File: src/rtl/fpfd_pkg.sv
package fpfd_pkg;

   typedef enum logic [1:0] {
      LK_HUNT  = 2'd0,
      LK_CHECK = 2'd1,
      LK_RUN   = 2'd2
   } lock_state_e;

   localparam int unsigned NUM_RATES = 2;

endpackage

File: src/rtl/fpfd_sampler.sv
module fpfd_sampler #(
   parameter int unsigned HIST = 3
) (
   input  logic clk_i,
   input  logic rst_ni,
   input  logic fp_i,
   output logic pulse_o,
   output logic level_o
);

   if (HIST != 3) begin : g_bad_hist
      $error("fpfd_sampler: HIST must be 3");
   end

   logic [HIST-1:0] hist_q;

   always_ff @(posedge clk_i or negedge rst_ni) begin
      if (!rst_ni) hist_q <= '0;
      else         hist_q <= {hist_q[HIST-2:0], fp_i};
   end

   // middle tap differs from both neighbours -> isolated single-clock level
   assign pulse_o = (hist_q[1] != hist_q[2]) && (hist_q[0] == hist_q[2]);
   assign level_o = hist_q[1];

   a_r5_pulse_isolated : assert property (@(posedge clk_i) disable iff (!rst_ni)
      pulse_o |=> !pulse_o);

endmodule

File: src/rtl/fpfd_lock.sv
module fpfd_lock
   import fpfd_pkg::*;
#(
   parameter int unsigned FRAME_LEN     = 64,
   parameter int unsigned SETTLE_FRAMES = 2,
   localparam int unsigned PW = $clog2(FRAME_LEN),
   localparam int unsigned SW = $clog2(SETTLE_FRAMES + 1)
) (
   input  logic          clk_i,
   input  logic          rst_ni,
   input  logic          pulse_i,
   input  logic          level_i,
   output logic [PW-1:0] pos_o,
   output logic          ready_o,
   output logic          fmt_o,
   output logic          err_o
);

   localparam logic [PW-1:0] LAST_POS = PW'(FRAME_LEN - 1);
   localparam logic [SW-1:0] LAST_OK  = SW'(SETTLE_FRAMES - 1);

   lock_state_e   state_q;
   logic [PW-1:0] pos_q;
   logic [SW-1:0] nok_q;
   logic          cand_q;
   logic          ready_q;
   logic          err_q;
   logic          at_end;
   logic          good_pulse;

   assign at_end     = (pos_q == LAST_POS);
   assign good_pulse = pulse_i && at_end && (level_i == cand_q);

   always_ff @(posedge clk_i or negedge rst_ni) begin
      if (!rst_ni) begin
         state_q <= LK_HUNT;
         pos_q   <= '0;
         nok_q   <= '0;
         cand_q  <= 1'b0;
         ready_q <= 1'b0;
         err_q   <= 1'b0;
      end else begin
         unique case (state_q)
            LK_HUNT: begin
               pos_q <= '0;
               nok_q <= '0;
               if (pulse_i) begin
                  cand_q  <= level_i;
                  state_q <= LK_CHECK;
               end
            end
            LK_CHECK: begin
               if (pulse_i) begin
                  pos_q <= '0;
                  if (good_pulse) begin
                     if (nok_q == LAST_OK) begin
                        state_q <= LK_RUN;
                        ready_q <= 1'b1;
                     end else begin
                        nok_q <= nok_q + 1'b1;
                     end
                  end else begin
                     cand_q <= level_i;
                     nok_q  <= '0;
                  end
               end else if (at_end) begin
                  pos_q   <= '0;
                  nok_q   <= '0;
                  state_q <= LK_HUNT;
               end else begin
                  pos_q <= pos_q + 1'b1;
               end
            end
            LK_RUN: begin
               pos_q <= at_end ? '0 : pos_q + 1'b1;
               if ((pulse_i && !good_pulse) || (at_end && !pulse_i))
                  err_q <= 1'b1;
            end
            default: state_q <= LK_HUNT;
         endcase
      end
   end

   assign pos_o   = pos_q;
   assign ready_o = ready_q;
   assign fmt_o   = cand_q;
   assign err_o   = err_q;

   a_r2_ready_sticky : assert property (@(posedge clk_i) disable iff (!rst_ni)
      ready_o |=> ready_o);
   a_r2_fmt_frozen : assert property (@(posedge clk_i) disable iff (!rst_ni)
      ready_o |=> $stable(fmt_o));
   a_r1_ready_on_pulse : assert property (@(posedge clk_i) disable iff (!rst_ni)
      $rose(ready_o) |-> $past(pulse_i));
   a_r7_err_sticky : assert property (@(posedge clk_i) disable iff (!rst_ni)
      err_o |=> err_o);
   a_r5_no_err_before_ready : assert property (@(posedge clk_i) disable iff (!rst_ni)
      $rose(err_o) |-> $past(ready_o));

endmodule

File: src/rtl/fpfd_rate_gen.sv
module fpfd_rate_gen
   import fpfd_pkg::*;
#(
   parameter int unsigned PW = 6
) (
   input  logic                 clk_i,
   input  logic                 rst_ni,
   input  logic [PW-1:0]        pos_i,
   input  logic                 ready_i,
   input  logic                 fmt_i,
   output logic [NUM_RATES-1:0] clk_o,
   output logic [NUM_RATES-1:0] fp_o,
   output logic                 frame_start_o
);

   if (PW < NUM_RATES + 1) begin : g_bad_pw
      $error("fpfd_rate_gen: position counter too narrow");
   end

   for (genvar r = 0; r < NUM_RATES; r++) begin : g_rate
      localparam logic [PW-1:0] WIDTH = PW'(2 << r);
      assign clk_o[r] = ready_i & pos_i[r];
      assign fp_o[r]  = ready_i ? ((pos_i < WIDTH) ? fmt_i : ~fmt_i) : 1'b1;
   end

   assign frame_start_o = ready_i && (pos_i == '0);

   a_r8_full_toggles : assert property (@(posedge clk_i) disable iff (!rst_ni)
      (ready_i && $past(ready_i)) |-> (clk_o[0] != $past(clk_o[0])));
   a_r8_idle_low : assert property (@(posedge clk_i) disable iff (!rst_ni)
      !ready_i |-> (clk_o == '0));

endmodule

File: src/rtl/frame_fmt_detect.sv
module frame_fmt_detect
   import fpfd_pkg::*;
#(
   parameter int unsigned FRAME_LEN     = 64,
   parameter int unsigned SETTLE_FRAMES = 2
) (
   input  logic clk_i,
   input  logic rst_ni,
   input  logic fp_i,
   output logic fmt_gci_o,
   output logic frame_start_o,
   output logic ready_o,
   output logic err_o,
   output logic clk_full_o,
   output logic clk_half_o,
   output logic fp_full_o,
   output logic fp_half_o
);

   localparam int unsigned PW = $clog2(FRAME_LEN);

   if (FRAME_LEN < 8 || (FRAME_LEN % 4) != 0) begin : g_bad_len
      $error("frame_fmt_detect: FRAME_LEN must be a multiple of 4, at least 8");
   end
   if (SETTLE_FRAMES < 1) begin : g_bad_settle
      $error("frame_fmt_detect: SETTLE_FRAMES must be at least 1");
   end

   logic                 pulse;
   logic                 level;
   logic [PW-1:0]        pos;
   logic [NUM_RATES-1:0] dclk;
   logic [NUM_RATES-1:0] dfp;

   fpfd_sampler #(.HIST(3)) u_sampler (
      .clk_i   (clk_i),
      .rst_ni  (rst_ni),
      .fp_i    (fp_i),
      .pulse_o (pulse),
      .level_o (level)
   );

   fpfd_lock #(
      .FRAME_LEN     (FRAME_LEN),
      .SETTLE_FRAMES (SETTLE_FRAMES)
   ) u_lock (
      .clk_i   (clk_i),
      .rst_ni  (rst_ni),
      .pulse_i (pulse),
      .level_i (level),
      .pos_o   (pos),
      .ready_o (ready_o),
      .fmt_o   (fmt_gci_o),
      .err_o   (err_o)
   );

   fpfd_rate_gen #(.PW(PW)) u_rate (
      .clk_i         (clk_i),
      .rst_ni        (rst_ni),
      .pos_i         (pos),
      .ready_i       (ready_o),
      .fmt_i         (fmt_gci_o),
      .clk_o         (dclk),
      .fp_o          (dfp),
      .frame_start_o (frame_start_o)
   );

   assign clk_full_o = dclk[0];
   assign clk_half_o = dclk[1];
   assign fp_full_o  = dfp[0];
   assign fp_half_o  = dfp[1];

   // frame spacing monitor
   logic [PW:0] gap_q;
   logic        seen_q;
   always_ff @(posedge clk_i or negedge rst_ni) begin
      if (!rst_ni) begin
         gap_q  <= '0;
         seen_q <= 1'b0;
      end else if (frame_start_o) begin
         gap_q  <= (PW+1)'(1);
         seen_q <= 1'b1;
      end else if (seen_q && gap_q != '1) begin
         gap_q <= gap_q + 1'b1;
      end
   end

   a_r4_frame_period : assert property (@(posedge clk_i) disable iff (!rst_ni)
      (frame_start_o && seen_q) |-> (gap_q == (PW+1)'(FRAME_LEN)));
   a_r4_strobe_needs_ready : assert property (@(posedge clk_i) disable iff (!rst_ni)
      frame_start_o |-> ready_o);
   a_r9_pulse_active_at_start : assert property (@(posedge clk_i) disable iff (!rst_ni)
      frame_start_o |-> (fp_full_o == fmt_gci_o && fp_half_o == fmt_gci_o));

endmodule

File: config.mk
export PLATFORM = sky130hd
export DESIGN_NAME = frame_fmt_detect
export DESIGN_NICKNAME = d
export VERILOG_FILES = /design/src/rtl/fpfd_pkg.sv /design/src/rtl/fpfd_sampler.sv /design/src/rtl/fpfd_lock.sv /design/src/rtl/fpfd_rate_gen.sv /design/src/rtl/frame_fmt_detect.sv
export SDC_FILE = /design/constraint.sdc
export NUM_CORES = 1
export LEC_CHECK = 0
export ABC_AREA = 1
export BUFFER_PORTS_ARGS = -buffer_cell sky130_fd_sc_hd__buf_2
export CELL_PAD_IN_SITES_DETAIL_PLACEMENT = 1
export CELL_PAD_IN_SITES_GLOBAL_PLACEMENT = 2
export CORE_ASPECT_RATIO = 1.1
export CORE_MARGIN = 1.5
export CORE_UTILIZATION = 33
export CTS_BUF_LIST = sky130_fd_sc_hd__clkbuf_16
export DETAILED_ROUTE_END_ITERATION = 8
export PLACE_DENSITY_LB_ADDON = 0.1
export SLEW_MARGIN = 20
export SYNTH_ARGS = -nofsm -noshare
export SYNTH_HDL_FRONTEND = slang
export SYNTH_SLANG_ARGS = --single-unit
File: constraint.sdc
create_clock -name clk_i -period 1.8 [get_ports clk_i]
set_clock_uncertainty 0.05 [all_clocks]
set_input_delay 0.27 -clock clk_i [delete_from_list [all_inputs] [get_ports clk_i]]
set_output_delay 0.27 -clock clk_i [all_outputs]
set_load 0.02 [all_outputs]
# Word-level counts from Yosys, hierarchy flattened

Index checks and enable logic that the tools add are counted.
Widths: inputs -> output; s select.

Bits in read-only memories: 0
Bits of input ports: 3
Memories: 0
Memory bits (writable): 0
Logic and storage cells: 68
Bits in registers: 16
Bits in latches: 0

Bitwise operators: 4
Shifts and indexed selects: 0
Magnitude comparators: 2
Reduce and logical (&&, ||, !) cells: 18
$add $sub $neg: 2
Multipliers: 0
Equality and inequality tests: 14
Multiplexer cells: 21
Divide/modulo/power cells: 0

Operators by type and width:

| operator            | count |
|---|---|
| $pmux 6 s3          | 1 |
| $mux 2              | 8 |
| $mux 6              | 2 |
| $reduce_and 4->1    | 2 |
| $mux 1              | 7 |
| $add 6x1->6 const B | 1 |
| $eq 6x6->1 const B  | 1 |
| $logic_and 1x1->1   | 6 |
| $logic_not 6->1     | 1 |
| $lt 6x2->1 const B  | 1 |
| $lt 6x3->1 const B  | 1 |
| $ne 3x3->1 const B  | 2 |
| $pmux 2 s3          | 1 |
| $reduce_and 5->1    | 1 |
| $eq 2x1->1 const B  | 2 |
| $ne 2x1->1 const B  | 2 |
| $ne 4x4->1 const B  | 1 |
| $pmux 2 s2          | 1 |
| $ne 3x1->1 const B  | 1 |
| $reduce_and 3->1    | 1 |
| $reduce_bool 3->1   | 1 |
| $add 2x1->2 const B | 1 |
| $and 1x1->1         | 2 |
| $eq 1x1->1          | 2 |
| 10 further kinds    | 12 |

# Logic depth before layout (Yosys ltp)

Depth after elaboration: 8
Gate-level depth with buffers: 10
Mapped depth without buffers: 10

# By module

Synthesis repeated with hierarchy kept, for this count alone.

Cells, all modules: 143
Area total of the unflattened synthesis: 1,036.0 um2

By module, submodules not included:

| module        | instances | sequential area each (um2) | cells an instance | area an instance (um2) |
|---|---|---|---|---|
| fpfd_lock     | 1         | 325.3                      | 113               | 835.8 |
| fpfd_sampler  | 1         | 75.1                       | 12                | 108.9 |
| fpfd_rate_gen | 1         | 0.0                        | 18                | 91.3 |

# Worst setup path after synthesis

No wires, ideal clock.

Path kind: reg2out
Start: register u_lock.pos_q[4], in the netlist u_lock.pos_o[4]
End: output fp_full_o
Buffers on the path: 0
Stages on the path, launching flop included: 7
Arrival: 1.285 ns
Required time: 1.480 ns
Path slack: 0.195 ns
Cells stage by stage: dfrtp_1 > or2_1 > nor2_1 > inv_1 > o21ai_0 > inv_1 > o21ai_1

Cells in the longest elaborated chain, start to end: 3

RTL lines:

| item                     | RTL line               | RTL |
|---|---|---|
| start: declaration       | fpfd_lock.sv:23        | `logic [PW-1:0] pos_q;` |
| start signal: assignment | fpfd_lock.sv:71        | `pos_q <= pos_q + 1'b1;` |
| start signal: assignment | fpfd_lock.sv:75        | `pos_q <= at_end ? '0 : pos_q + 1'b1;` |
| $lt 6x2->1               | fpfd_rate_gen.sv:23    | `assign fp_o[r] = ready_i ? ((pos_i < WIDTH) ? fmt_i : ~fmt_i) : 1'b1;` |
| $mux 1 (2 in a row)      | fpfd_rate_gen.sv:23    |  |
| end: declaration         | frame_fmt_detect.sv:16 | `output logic fp_full_o,` |

No other way between the ends.

# Worst setup path after layout

Same ends and word-level chain as after synthesis.

==> impl_results.md <==
* CTS Sinks at 16
* Setup CP Type: reg2out
* Leak pwr at 0.6835 nW
* Largest net degree at the start of global routing at 17
* Synth warn at 0
* Critical hold path startpoint: fp_i
* Hold WC Path Type: in2reg
* CP required at 1480 ps
* Post-synthesis sequential area ratio at 38.60%
* Max_cap viols at 0
* F_max at 555.3 MHz
* Net count, final at 162
* Clk_lat worst skew at 240 ps
* Final hold viol count at 0
* Residual DRC at 0
* Commonest non-fill, non-tap cells in the layout: nand2_1 (34), inv_1 (17), dfrtp_1 (16)
* CTS tree: done
* Cells after Synth at 131
* Post-DP HPWL at 1.811 mm
* Die W at 56.46 um
* R2R depth at 9
* Area Growth Syn to Fin at 22.20%
* 1st-iter DRT viols at 19
* # IOs at 11
* Number of setup violations in the final report at 1
* Period utilization at 100.0%
* DRT Pass-1 Iters at 4
* Via count at 871
* CTS root buffer: clkbuf_16
* Setup_tns at -0.8253 ps
* Final wirelength at 2.266 mm
* Antenna Cells at 0
* Non-Filler Instances at 185
* WHS Path Cells at 1
* Post-synthesis register bit count at 16
* Routed Antenna Nets at 0
* Core ar. at 3022 sq um
* Relative max-transition margin at 76.02%
* Layout cell share with drive strength beyond 1 at 27.15%
* Crit. End Element: output port
* Total congestion overflow at 0
* Global-route wire length before repair at 3.981 mm
* Max H-tree Level at 1
* Critical Path Fanout Max at 3
* Commonest non-fill, non-tap cell in the layout: nand2_1
* Reg-to-reg slack, setup at 260 ps
* Vias per cell at 4.708
* Failing checks: setup timing
* RR Endpoint: u_lock.nok_q[1]
* Worst setup margin at -0.8253 ps
* # rows at 21
* Slew Viols, Final at 0
* Syn avg cell area at 7.918 sq um
* Worst IR Drop VDD at 0.5541 mV
* IO buf count at 10
* RR Startpoint: u_lock.pos_o[1]
* Power Total at 1.395 mW
* Initial Util at 34.33%
* Vias in the first global route at 891
* GPL Wtd Cong at 0.7470
* Placed cell area at 1145 sq um
* RSZ-0062 raised after global routing: true
* Worst-margin pin slew at 359.7 ps
* Crit path time final at 1801 ps
* Die area at 3489 sq um
* Endpoint, Worst Hold: u_sampler.hist_q[0]
* Worst Setup Start Kind: flop
* CP arrival at 1480 ps
* Yosys cell types at 21
* CTS Buf Count at 3
* Final instance area at 1267 sq um
* Net count after synthesis at 141
* Synth Cell Area at 1037 sq um
* Dpl cells at 177
* Die height at 61.80 um
* Antenna violations before repair at 0
* Status: finished, violations left
* GRT Total Usage at 14.91%
* Worst-path clk slew at 50 ps
* Mean routed wirelength per cell at 12.25 um
* Max Root-Sink Buffers at 2
* Pwr dens at 1101 nW/um^2
[repair_timing]
action	in CTS	in global routing
setup buffers	2	1
gates cloned	0	0
setup endpoints to repair	2	2
gates resized for setup	3	5
endpoints found under the hold margin	16	0
hold buffers	1	0
[cells in the mapped netlist]
master	n	area share [%]
nand2_4	2	2.2
dfrtp_1	16	39
nand2_2	5	3.0
o21ai_0	8	3.9
o21ai_1	1	0.48
nor2_4	5	5.4
inv_1	19	6.9
nand2_1	34	12
nor2_1	13	4.7
a31o_2	1	0.84
nor2_8	1	1.9
nand3_2	2	1.9
or2_1	1	0.60
xor2_1	2	1.7
nand3_1	7	3.4
o211ai_1	1	0.72
xnor2_1	1	0.84
nand4_1	1	0.60
inv_2	3	1.1
ha_1	7	8.4
a21oi_1	1	0.48
[worst max-delay path: stages, from the launching register on]
cell and delay (ps):
dfrtp_1 370, or2_1 240, nor2_2 120, inv_2 60, o21ai_2 120, inv_2 40
o21ai_1 130, buf_4 160
[worst max-delay path by stage]
stage | start | to | slack [ps] | cells past startpoint
finish | u_lock.pos_o[4] | fp_full_o | -0.8 | 7
global placement | u_lock.pos_o[4] | fp_full_o | 180 | 7
floorplan | u_lock.pos_o[4] | fp_full_o | 200 | 6
global route | u_lock.pos_o[4] | fp_full_o | -80 | 7
CTS | u_lock.pos_o[4] | fp_full_o | 7 | 7
detailed placement | u_lock.pos_o[4] | fp_full_o | 140 | 7
[logic make-up (layout without fill, tap and decap cells)]
group / Yosys count / after routing / share of synthesized area [%]
fa+ha+maj: 7 / 7 / 8.444
simple gates: 71 / 71 / 36.07
flops: 16 / 16 / 38.60
xor+xnor: 3 / 3 / 2.534
compound gates: 12 / 12 / 6.393
buf+inv: 22 / 42 / 7.961
[registers in the layout, indices dropped and copies added, names as in the netlist]
register / cells
u_lock.nok_q: 2
u_lock.ready_o: 1
u_lock.fmt_o: 1
u_lock.pos_o: 6
u_lock.err_o: 1
u_sampler.hist_q: 3
u_lock.state_q: 2
[routing by layer]
layer  GRT usage, %  part of all wire, %  vias up
met5              0                    0        -
met4          7.143                  1.4        0
met3          1.863                  1.8        4
met2          28.74                   53        9
met1          16.58                   43      411
li1               -                    -      447
[power breakdown]
| group | internal, mW | leakage [nW] | total [mW] | switching (mW) |
|---|---|---|---|---|
| clock network | 0.294 | 0.0385 | 0.425 | 0.131 |
| logic | 0.175 | 0.437 | 0.512 | 0.336 |
| registers | 0.410 | 0.208 | 0.458 | 0.0481 |
| total | 0.880 | 0.684 | 1.39 | 0.515 |
[through the flow]
step           utilization [%]  hold slack [ps]  worst slack (ps)
2_1_floorplan                -           -75.59             195.5
3_3_place_gp             37.89            159.5             184.6
3_5_place_dp             37.89            162.9             144.1
4_1_cts                  41.49            78.77             7.263
5_1_grt                  41.95            81.73            -84.61
6_report                 41.95            82.90           -0.8253
[area by class of cell]
type,instances,area (sq um)
Clock inverter,1,3.754
Timing Repair Buffer,16,102.6
Inverter,22,82.58
Sequential cell,16,400.4
Tap cell,34,42.54
Clock buffer,3,75.07
Multi-Input combinational cell,93,560.5
Fill cell,375,1754
Note: power is estimated with default switching activity, not from simulation.
